[src/rtl/dram_slot_pkg.sv]
package dram_slot_pkg;

    localparam int SLOT_W    = 4;
    localparam int PH_W      = SLOT_W - 1;
    localparam int HALF_LEN  = 1 << PH_W;

    typedef logic [SLOT_W-1:0] slot_t;
    typedef logic [PH_W-1:0]   phase_t;

    // phase positions inside one half
    localparam phase_t PH_RAS_ON = phase_t'(1);
    localparam phase_t PH_MUX_ON = phase_t'(2);
    localparam phase_t PH_CAS_ON = phase_t'(3);
    localparam phase_t PH_OFF    = phase_t'(6);
    localparam phase_t PH_RDLAT  = phase_t'(5);

    // absolute slots derived from the phase positions
    localparam slot_t SLOT_SYNC       = slot_t'(0);
    localparam slot_t SLOT_CPU_FIRST  = slot_t'(HALF_LEN);
    localparam slot_t SLOT_LAST_VIDEO = slot_t'(HALF_LEN - 1);
    localparam slot_t SLOT_ACC_END    = slot_t'(int'(PH_OFF) - 1);
    localparam slot_t SLOT_VID_LATCH  = slot_t'(HALF_LEN + int'(PH_MUX_ON));
    localparam slot_t SLOT_CPU_LATCH  = slot_t'(HALF_LEN + int'(PH_RDLAT));

    typedef struct packed {
        logic ras_n;
        logic cas_n;
        logic mux;
        logic st15;
        logic dymux;
        logic cpult;
    } strobe_t;

    typedef struct packed {
        logic pend;
        logic act;
    } req_state_t;

    function automatic phase_t phase_of(slot_t s);
        return s[PH_W-1:0];
    endfunction

    function automatic logic is_cpu_half(slot_t s);
        return s[SLOT_W-1];
    endfunction

    function automatic logic in_span(phase_t ph, phase_t lo, phase_t hi_excl);
        return (ph >= lo) && (ph < hi_excl);
    endfunction

endpackage

[src/rtl/slot_counter.sv]
module slot_counter
    import dram_slot_pkg::*;
(
    input  logic  clk,
    input  logic  rst,
    output slot_t slot
);

    always_ff @(posedge clk) begin
        if (rst) slot <= SLOT_SYNC;
        else     slot <= slot + slot_t'(1);
    end


    slot_wrap_chk: assert property (@(posedge clk) disable iff (rst)
        (slot == '1) |=> (slot == '0));

endmodule

[src/rtl/req_gate.sv]
module req_gate
    import dram_slot_pkg::*;
(
    input  logic  clk,
    input  logic  rst,
    input  logic  cpu_req,
    input  slot_t slot,
    output logic  cpu_act
);

    req_state_t st_q, st_d;
    logic       start_edge, end_edge, pend_any;

    assign start_edge = (slot == SLOT_LAST_VIDEO);
    assign end_edge   = (slot == SLOT_ACC_END);
    assign pend_any   = st_q.pend | cpu_req;

    always_comb begin
        st_d = st_q;
        if (start_edge) begin
            st_d.act  = pend_any;
            st_d.pend = 1'b0;
        end else begin
            st_d.pend = pend_any;
            if (end_edge) st_d.act = 1'b0;
        end
    end

    always_ff @(posedge clk) begin
        if (rst) st_q <= '0;
        else     st_q <= st_d;
    end

    assign cpu_act = st_q.act;


    act_start_chk: assert property (@(posedge clk) disable iff (rst)
        $rose(st_q.act) |-> (slot == SLOT_CPU_FIRST));


    pend_hold_chk: assert property (@(posedge clk) disable iff (rst)
        (st_q.pend && slot != SLOT_LAST_VIDEO) |=> st_q.pend);


    act_end_chk: assert property (@(posedge clk) disable iff (rst)
        (st_q.act && slot == SLOT_ACC_END) |=> !st_q.act);


    act_keep_chk: assert property (@(posedge clk) disable iff (rst)
        (st_q.act && is_cpu_half(slot)) |=> st_q.act);

endmodule

[src/rtl/strobe_decode.sv]
module strobe_decode
    import dram_slot_pkg::*;
(
    input  slot_t   slot,
    input  logic    cpu_act,
    output strobe_t strb
);

    phase_t ph;
    logic   slot_en;

    always_comb begin
        ph      = phase_of(slot);
        slot_en = !is_cpu_half(slot) || cpu_act;
        strb.ras_n = !(slot_en && in_span(ph, PH_RAS_ON, PH_OFF));
        strb.cas_n = !(slot_en && in_span(ph, PH_CAS_ON, PH_OFF));
        strb.mux   = in_span(ph, PH_MUX_ON, PH_OFF);
        strb.st15  = (slot == SLOT_SYNC);
        strb.dymux = (slot == SLOT_VID_LATCH);
        strb.cpult = cpu_act && (slot == SLOT_CPU_LATCH);
    end

endmodule

[src/rtl/dram_slot_seq.sv]
module dram_slot_seq
    import dram_slot_pkg::*;
(
    input  logic clk,
    input  logic rst,
    input  logic cpu_req,
    output logic ras_n,
    output logic cas_n,
    output logic mux,
    output logic st15,
    output logic dymux,
    output logic cpult,
    output logic cpu_cycle
);

    slot_t   slot;
    logic    cpu_act;
    strobe_t strb;

    slot_counter u_cnt (
        .clk  (clk),
        .rst  (rst),
        .slot (slot)
    );

    req_gate u_req (
        .clk     (clk),
        .rst     (rst),
        .cpu_req (cpu_req),
        .slot    (slot),
        .cpu_act (cpu_act)
    );

    strobe_decode u_dec (
        .slot    (slot),
        .cpu_act (cpu_act),
        .strb    (strb)
    );

    assign ras_n     = strb.ras_n;
    assign cas_n     = strb.cas_n;
    assign mux       = strb.mux;
    assign st15      = strb.st15;
    assign dymux     = strb.dymux;
    assign cpult     = strb.cpult;
    assign cpu_cycle = cpu_act;


    cpu_half_quiet_chk: assert property (@(posedge clk) disable iff (rst)
        (is_cpu_half(slot) && !cpu_act) |-> (ras_n && cas_n));


    video_cas_chk: assert property (@(posedge clk) disable iff (rst)
        (!cas_n) |-> (!ras_n && mux));


    dymux_mux_chk: assert property (@(posedge clk) disable iff (rst)
        dymux |-> (mux && is_cpu_half(slot)));


    cpult_act_chk: assert property (@(posedge clk) disable iff (rst)
        cpult |-> (cpu_act && !cas_n));


    sync_once_chk: assert property (@(posedge clk) disable iff (rst)
        st15 |=> !st15);

endmodule

[config.mk]
export PLATFORM = sky130hd
export DESIGN_NAME = dram_slot_seq
export DESIGN_NICKNAME = d
export VERILOG_FILES = /design/src/rtl/dram_slot_pkg.sv /design/src/rtl/slot_counter.sv /design/src/rtl/req_gate.sv /design/src/rtl/strobe_decode.sv /design/src/rtl/dram_slot_seq.sv
export SDC_FILE = /design/constraint.sdc
export NUM_CORES = 1
export LEC_CHECK = 0
export BUFFER_PORTS_ARGS = -buffer_cell sky130_fd_sc_hd__buf_2
export CORE_AREA = 2 2 39 41
export DETAILED_ROUTE_END_ITERATION = 16
export DIE_AREA = 0 0 41 43
export GPL_TIMING_DRIVEN = 1
export PLACE_DENSITY_LB_ADDON = 0.3
export SYNTH_ARGS = -nofsm -noshare
export SYNTH_HDL_FRONTEND = slang
export SYNTH_SLANG_ARGS = --single-unit
[constraint.sdc]
create_clock -name clk -period 1.4 [get_ports clk]
set_clock_uncertainty 0.1 [all_clocks]
set_input_delay 0.07 -clock clk [delete_from_list [all_inputs] [get_ports clk]]
set_output_delay 0.07 -clock clk [all_outputs]
set_load 0.01 [all_outputs]
==> results.tsv, run 1 <==
metric	value	unit
total wire length	787	um
# placed instances	65	
Post-Syn Area	340	um2
Setup TNS	-0.0156	ns
Longest Clk Path Bufs	2	
Setup-failing EPs final	1	
aggregate global-route resource usage	9.35	%
Synthesized Nets	47	
unrepaired setup endpoints after global routing	yes	
vias per cell	4.56	
DR DRC count	0	
Routed Antenna Nets	0	
Yosys warnings	0	
number of max-cap violations	0	
Clock power frac	31.9	%
clock sink total	6	
number of global-route vias before repair	280	
total CTS buffers	3	
largest area contributor in the netlist	dfxtp_1	
NumNets Final	67	
Site Rows	14	
Worst EP required	1.23	ns
Max VDD drop	335	uV
port buffer count	9	
Reg clk slew, reported paths	0.04	ns
Synth Register Bits	6	
PD cells	887	nW/um2
Internal Pwr Total	0.347	mW
post-synthesis cell type count	19	
Final Power	0.481	mW
Post-Layout Cell Count	73	
Sw Pwr	0.134	mW
outcome	complete, but fails checks	
Logic pwr share	27.8	%
H-tree depth	1	
layout cell share with drive strength beyond 1	50.9	%
die area	1760	um2
fillers	142	
CTS root buffer	clkbuf_4	
Reg area	128	um2
Synth area leaders	dfxtp_1, ha_1, a21oi_1	
dpl ws	0.102	ns
Flop pwr share	40.2	%
worst min path class	input pin to register	
largest net degree at the start of global routing	8	
starting density of the core	24.6	%
leakage power	0.247	nW
worst-margin pin slew	0.225	ns
Max-Slew Margin vs Limit	84.8	%
initial antenna violation count	0	
HPWL Detailed	477	um
die outline height	43	um
Die W	41	um
WP data arrival	1.25	ns
via count	333	
Initial DRC Count	4	
failing checks	negative setup slack	
CP Capture Type	output port	
CORE AREA	1380	um2
wire length of the first global-routing pass	1100	um
final worst-path cycle share	101	%
CP startpoint kind	register	
number of diodes	0	
Multi-input gate area	254	um2
drt pass-1 iters	2	
FMAX	706	MHz
Clk Latency, worst-skew pair	0.24	ns
Worst Path Max Fanout	5	
Hold Worst Slack	0.0232	ns
post-detailed-route wirelength per cell	10.8	um
min cycle time layout	1.42	ns
Crit Path Class	register to output port	
Syn Area/Cell	8.73	um2
CTS tree	built	
post-synthesis sequential area ratio	35.3	%
Layout area overhead	59.6	%
post-synth top area share	35.3	%
GRT overflow	0	
final hold vios	0	
global placement routability congestion	0.635	
sw frac	27.9	%
Slew Limit Fails	0	
final worst slack	-0.0156	ns
cells after synthesis	39	
Ports	10	
-- power groups by stage --
stage          registers [mW]  clock network [mW]  logic, mW
2_1_floorplan           0.195                   0     0.0567
3_3_place_gp            0.194                   0     0.0926
3_5_place_dp            0.194                   0     0.0931
4_1_cts                 0.193               0.161      0.115
5_1_grt                 0.195               0.176      0.149
6_report                0.194               0.154      0.134
-- kinds of logic after synthesis --
logic type | after synthesis | share of synthesized area [%]
compound gates | 7 | 12.1
flops | 6 | 35.3
simple gates | 16 | 25.0
fa+ha+maj | 5 | 18.4
buf+inv | 4 | 6.62
xor+xnor | 1 | 2.57
-- repair_timing --
action,CTS,global route
setup buffers,2,2
gates cloned,0,0
resized for setup,13,4
pin swaps,3,2
hold endpoints to repair,6,0
setup endpoints to repair,6,6
hold buffers,1,0
-- cell usage after synthesis --
library cell and count:
nand2_1 2, nor2b_1 2, xor2_1 1, nor3_1 2
nor2_1 5, o21ai_1 1, buf_6 1, and4_1 1
and3_1 1, inv_1 2, nand3_1 1, o31ai_1 1
ha_1 5, dfxtp_1 6, a21oi_1 4, inv_2 1
and3b_1 1, nor3b_1 1, o41ai_1 1
-- cell type report --
| cell class | instances | share of cell area, % |
|---|---|---|
| multi-input combinational | 29 | 46.8 |
| timing repair buffer | 16 | 19.8 |
| tap | 16 | 3.69 |
| sequential | 6 | 23.5 |
| clock buffer | 3 | 4.15 |
| inverter | 3 | 2.07 |
-- final timing paths --
path,slack [ns],end,startpoint,cells after the start
min reg2reg,0.37,u_cnt.slot[0]$_SDFF_PP0_,u_cnt.slot[0]$_SDFF_PP0_,1
min,0.02,u_req.st_q[1]$_SDFF_PP0_,cpu_req,3
max reg2reg,0.07,u_req.cpu_act$_SDFFE_PP0P_,u_cnt.slot[0]$_SDFF_PP0_,6
max,-0.02,cas_n,u_cnt.slot[0]$_SDFF_PP0_,6
-- critical path, stage by stage (launching register included) --
cell and delay (ns):
dfxtp_4 0.36, ha_4 0.17, ha_4 0.15, a21oi_2 0.10
nand2_1 0.06, nand2_1 0.05, buf_2 0.12
-- placed cells by master, fill, tap and decap left out, types with 2 or more instances in the layout --
| master | netlist | layout |
|---|---|---|
| ha_4 | 0 | 3 |
| clkbuf_4 | 0 | 3 |
| nor2_1 | 5 | 5 |
| buf_6 | 1 | 2 |
| a21oi_1 | 4 | 3 |
| buf_2 | 0 | 9 |
| nor2b_1 | 2 | 2 |
| inv_2 | 1 | 2 |
| nand2_1 | 2 | 2 |
| dfxtp_4 | 0 | 2 |
| dfxtp_1 | 6 | 4 |
| buf_4 | 0 | 4 |
-- flip-flops by register name, indices dropped and copies added (netlist names) --
| signal | flops |
|---|---|
| u_req.st_q | 1 |
| u_cnt.slot | 4 |
| u_req.cpu_act | 1 |
-- routing by layer --
layer	share of wire [%]	up-vias	wire, um	GRT usage, %
li1	-	170	-	-
met1	43	156	338	11.3
met2	53	7	418	13.4
met3	3.8	0	30	1.57
met4	0	0	0	8.00
met5	0	-	0	0
-- per-stage QoR --
stage	utilization, %	area [um2]
5_1_grt	39.2	543
3_3_place_gp	29.6	409
4_1_cts	36.4	504
2_1_floorplan	-	340
3_5_place_dp	29.6	409
6_report	39.2	543
Power figures use the tool's default switching activity.
==> run 2: changes to the inputs <==
- RECOVER_POWER: unset -> 25
- SKIP_CTS_REPAIR_TIMING: unset -> 1
==> results.tsv, run 2 (synthesis results as in run 1) <==
metric	value	unit
via count	323	
number of diodes	0	
clock sink total	6	
final hold vios	0	
die area	1760	um2
Routed Antenna Nets	0	
Worst EP required	1.23	ns
port buffer count	9	
H-tree depth	1	
Layout area overhead	54.4	%
starting density of the core	24.6	%
Placed Area	409	um2
drt pass-1 iters	2	
commonest cells after routing, fill and taps aside	buf_2, nor2_1, buf_4, dfxtp_1	
WP data arrival	1.26	ns
commonest non-fill, non-tap cell in the layout	buf_2	
Setup-failing EPs final	1	
PD cells	896	nW/um2
final worst slack	-0.0316	ns
Site Rows	14	
aggregate global-route resource usage	7.75	%
Initial DRC Count	4	
Slew Limit Fails	0	
initial antenna violation count	0	
Worst Path Max Fanout	6	
Reg clk slew, reported paths	0.05	ns
total CTS buffers	3	
CTS root buffer	clkbuf_4	
Crit Path Class	register to output port	
Longest Clk Path Bufs	2	
failing checks	negative setup slack	
CP Capture Type	output port	
number of global-route vias before repair	254	
Final Power	0.471	mW
post-detailed-route wirelength per cell	10.7	um
largest net degree at the start of global routing	8	
number of max-cap violations	0	
DR DRC count	0	
Max VDD drop	323	uV
Clk Latency, worst-skew pair	0.24	ns
GRT overflow	0	
worst min path class	input pin to register	
vias per cell	4.49	
Setup TNS	-0.0316	ns
HPWL Detailed	477	um
Die W	41	um
layout cell share with drive strength beyond 1	48.2	%
Final Cell Area	526	um2
Top reg by flops	u_cnt.slot	
outcome	complete, but fails checks	
dpl ws	0.102	ns
Ports	10	
final worst-path cycle share	102	%
CP startpoint kind	register	
wire length of the first global-routing pass	903	um
NumNets Final	66	
leakage power	0.240	nW
die outline height	43	um
total wire length	768	um
min cycle time layout	1.43	ns
global placement routability congestion	0.635	
Max-Slew Margin vs Limit	83.3	%
CTS tree	built	
CORE AREA	1380	um2
FMAX	699	MHz
worst-margin pin slew	0.250	ns
max reg flops	4	
unrepaired setup endpoints after global routing	yes	
[run 2: changes by cell type in the layout (fill, tap and decap cells not counted), sizes merged]
cell / previous run / this run
clkbuf: 3 / 4
buf: 15 / 13
[run 2: worst paths after layout]
check,slack [ns],startpoint,end,cells after the start
hold reg to reg,0.37,u_req.st_q[1]$_SDFF_PP0_,u_req.st_q[1]$_SDFF_PP0_,2
setup / recovery,-0.03,u_cnt.slot[0]$_SDFF_PP0_,cas_n,6
hold / removal,0.02,cpu_req,u_req.st_q[1]$_SDFF_PP0_,3
setup reg to reg,0.06,u_cnt.slot[0]$_SDFF_PP0_,u_req.cpu_act$_SDFFE_PP0P_,6
[run 2: worst max-delay path, stage by stage, from the launching register on]
cell     delay, ns
dfxtp_4       0.37
ha_4          0.18
ha_4          0.15
a21oi_2       0.10
nand2_1       0.06
nand2_1       0.05
buf_2         0.12
[run 2: where the power goes]
group          switching [mW]  internal [mW]
registers              0.0131          0.181
clock network          0.0572         0.0966
logic                  0.0594         0.0633
total                   0.130          0.341
[run 2: through the flow]
| step | std cells | hold slack, ns | utilization (%) |
|---|---|---|---|
| 2_1_floorplan | 39 | 0.0367 | - |
| 3_3_place_gp | 65 | 0.207 | 29.6 |
| 3_5_place_dp | 65 | 0.212 | 29.6 |
| 4_1_cts | 68 | -0.0443 | 31.2 |
| 5_1_grt | 72 | 0.0366 | 38.0 |
| 6_report | 72 | 0.0232 | 38.0 |
[run 2: cell type report]
type	count	area [um2]
fill	149	858
multi-input combinational	29	249
sequential	6	128
timing repair buffer	15	95.1
clock buffer	3	22.5
tap	16	20.0
inverter	3	11.3
[run 2: layer usage]
| metal | vias to the layer above | global-route usage, % | routed length (um) |
|---|---|---|---|
| li1 | 169 | - | - |
| met1 | 147 | 9.71 | 341 |
| met2 | 7 | 10.0 | 395 |
| met3 | 0 | 1.57 | 31 |
| met4 | 0 | 8.00 | 0 |
| met5 | - | 0 | 0 |
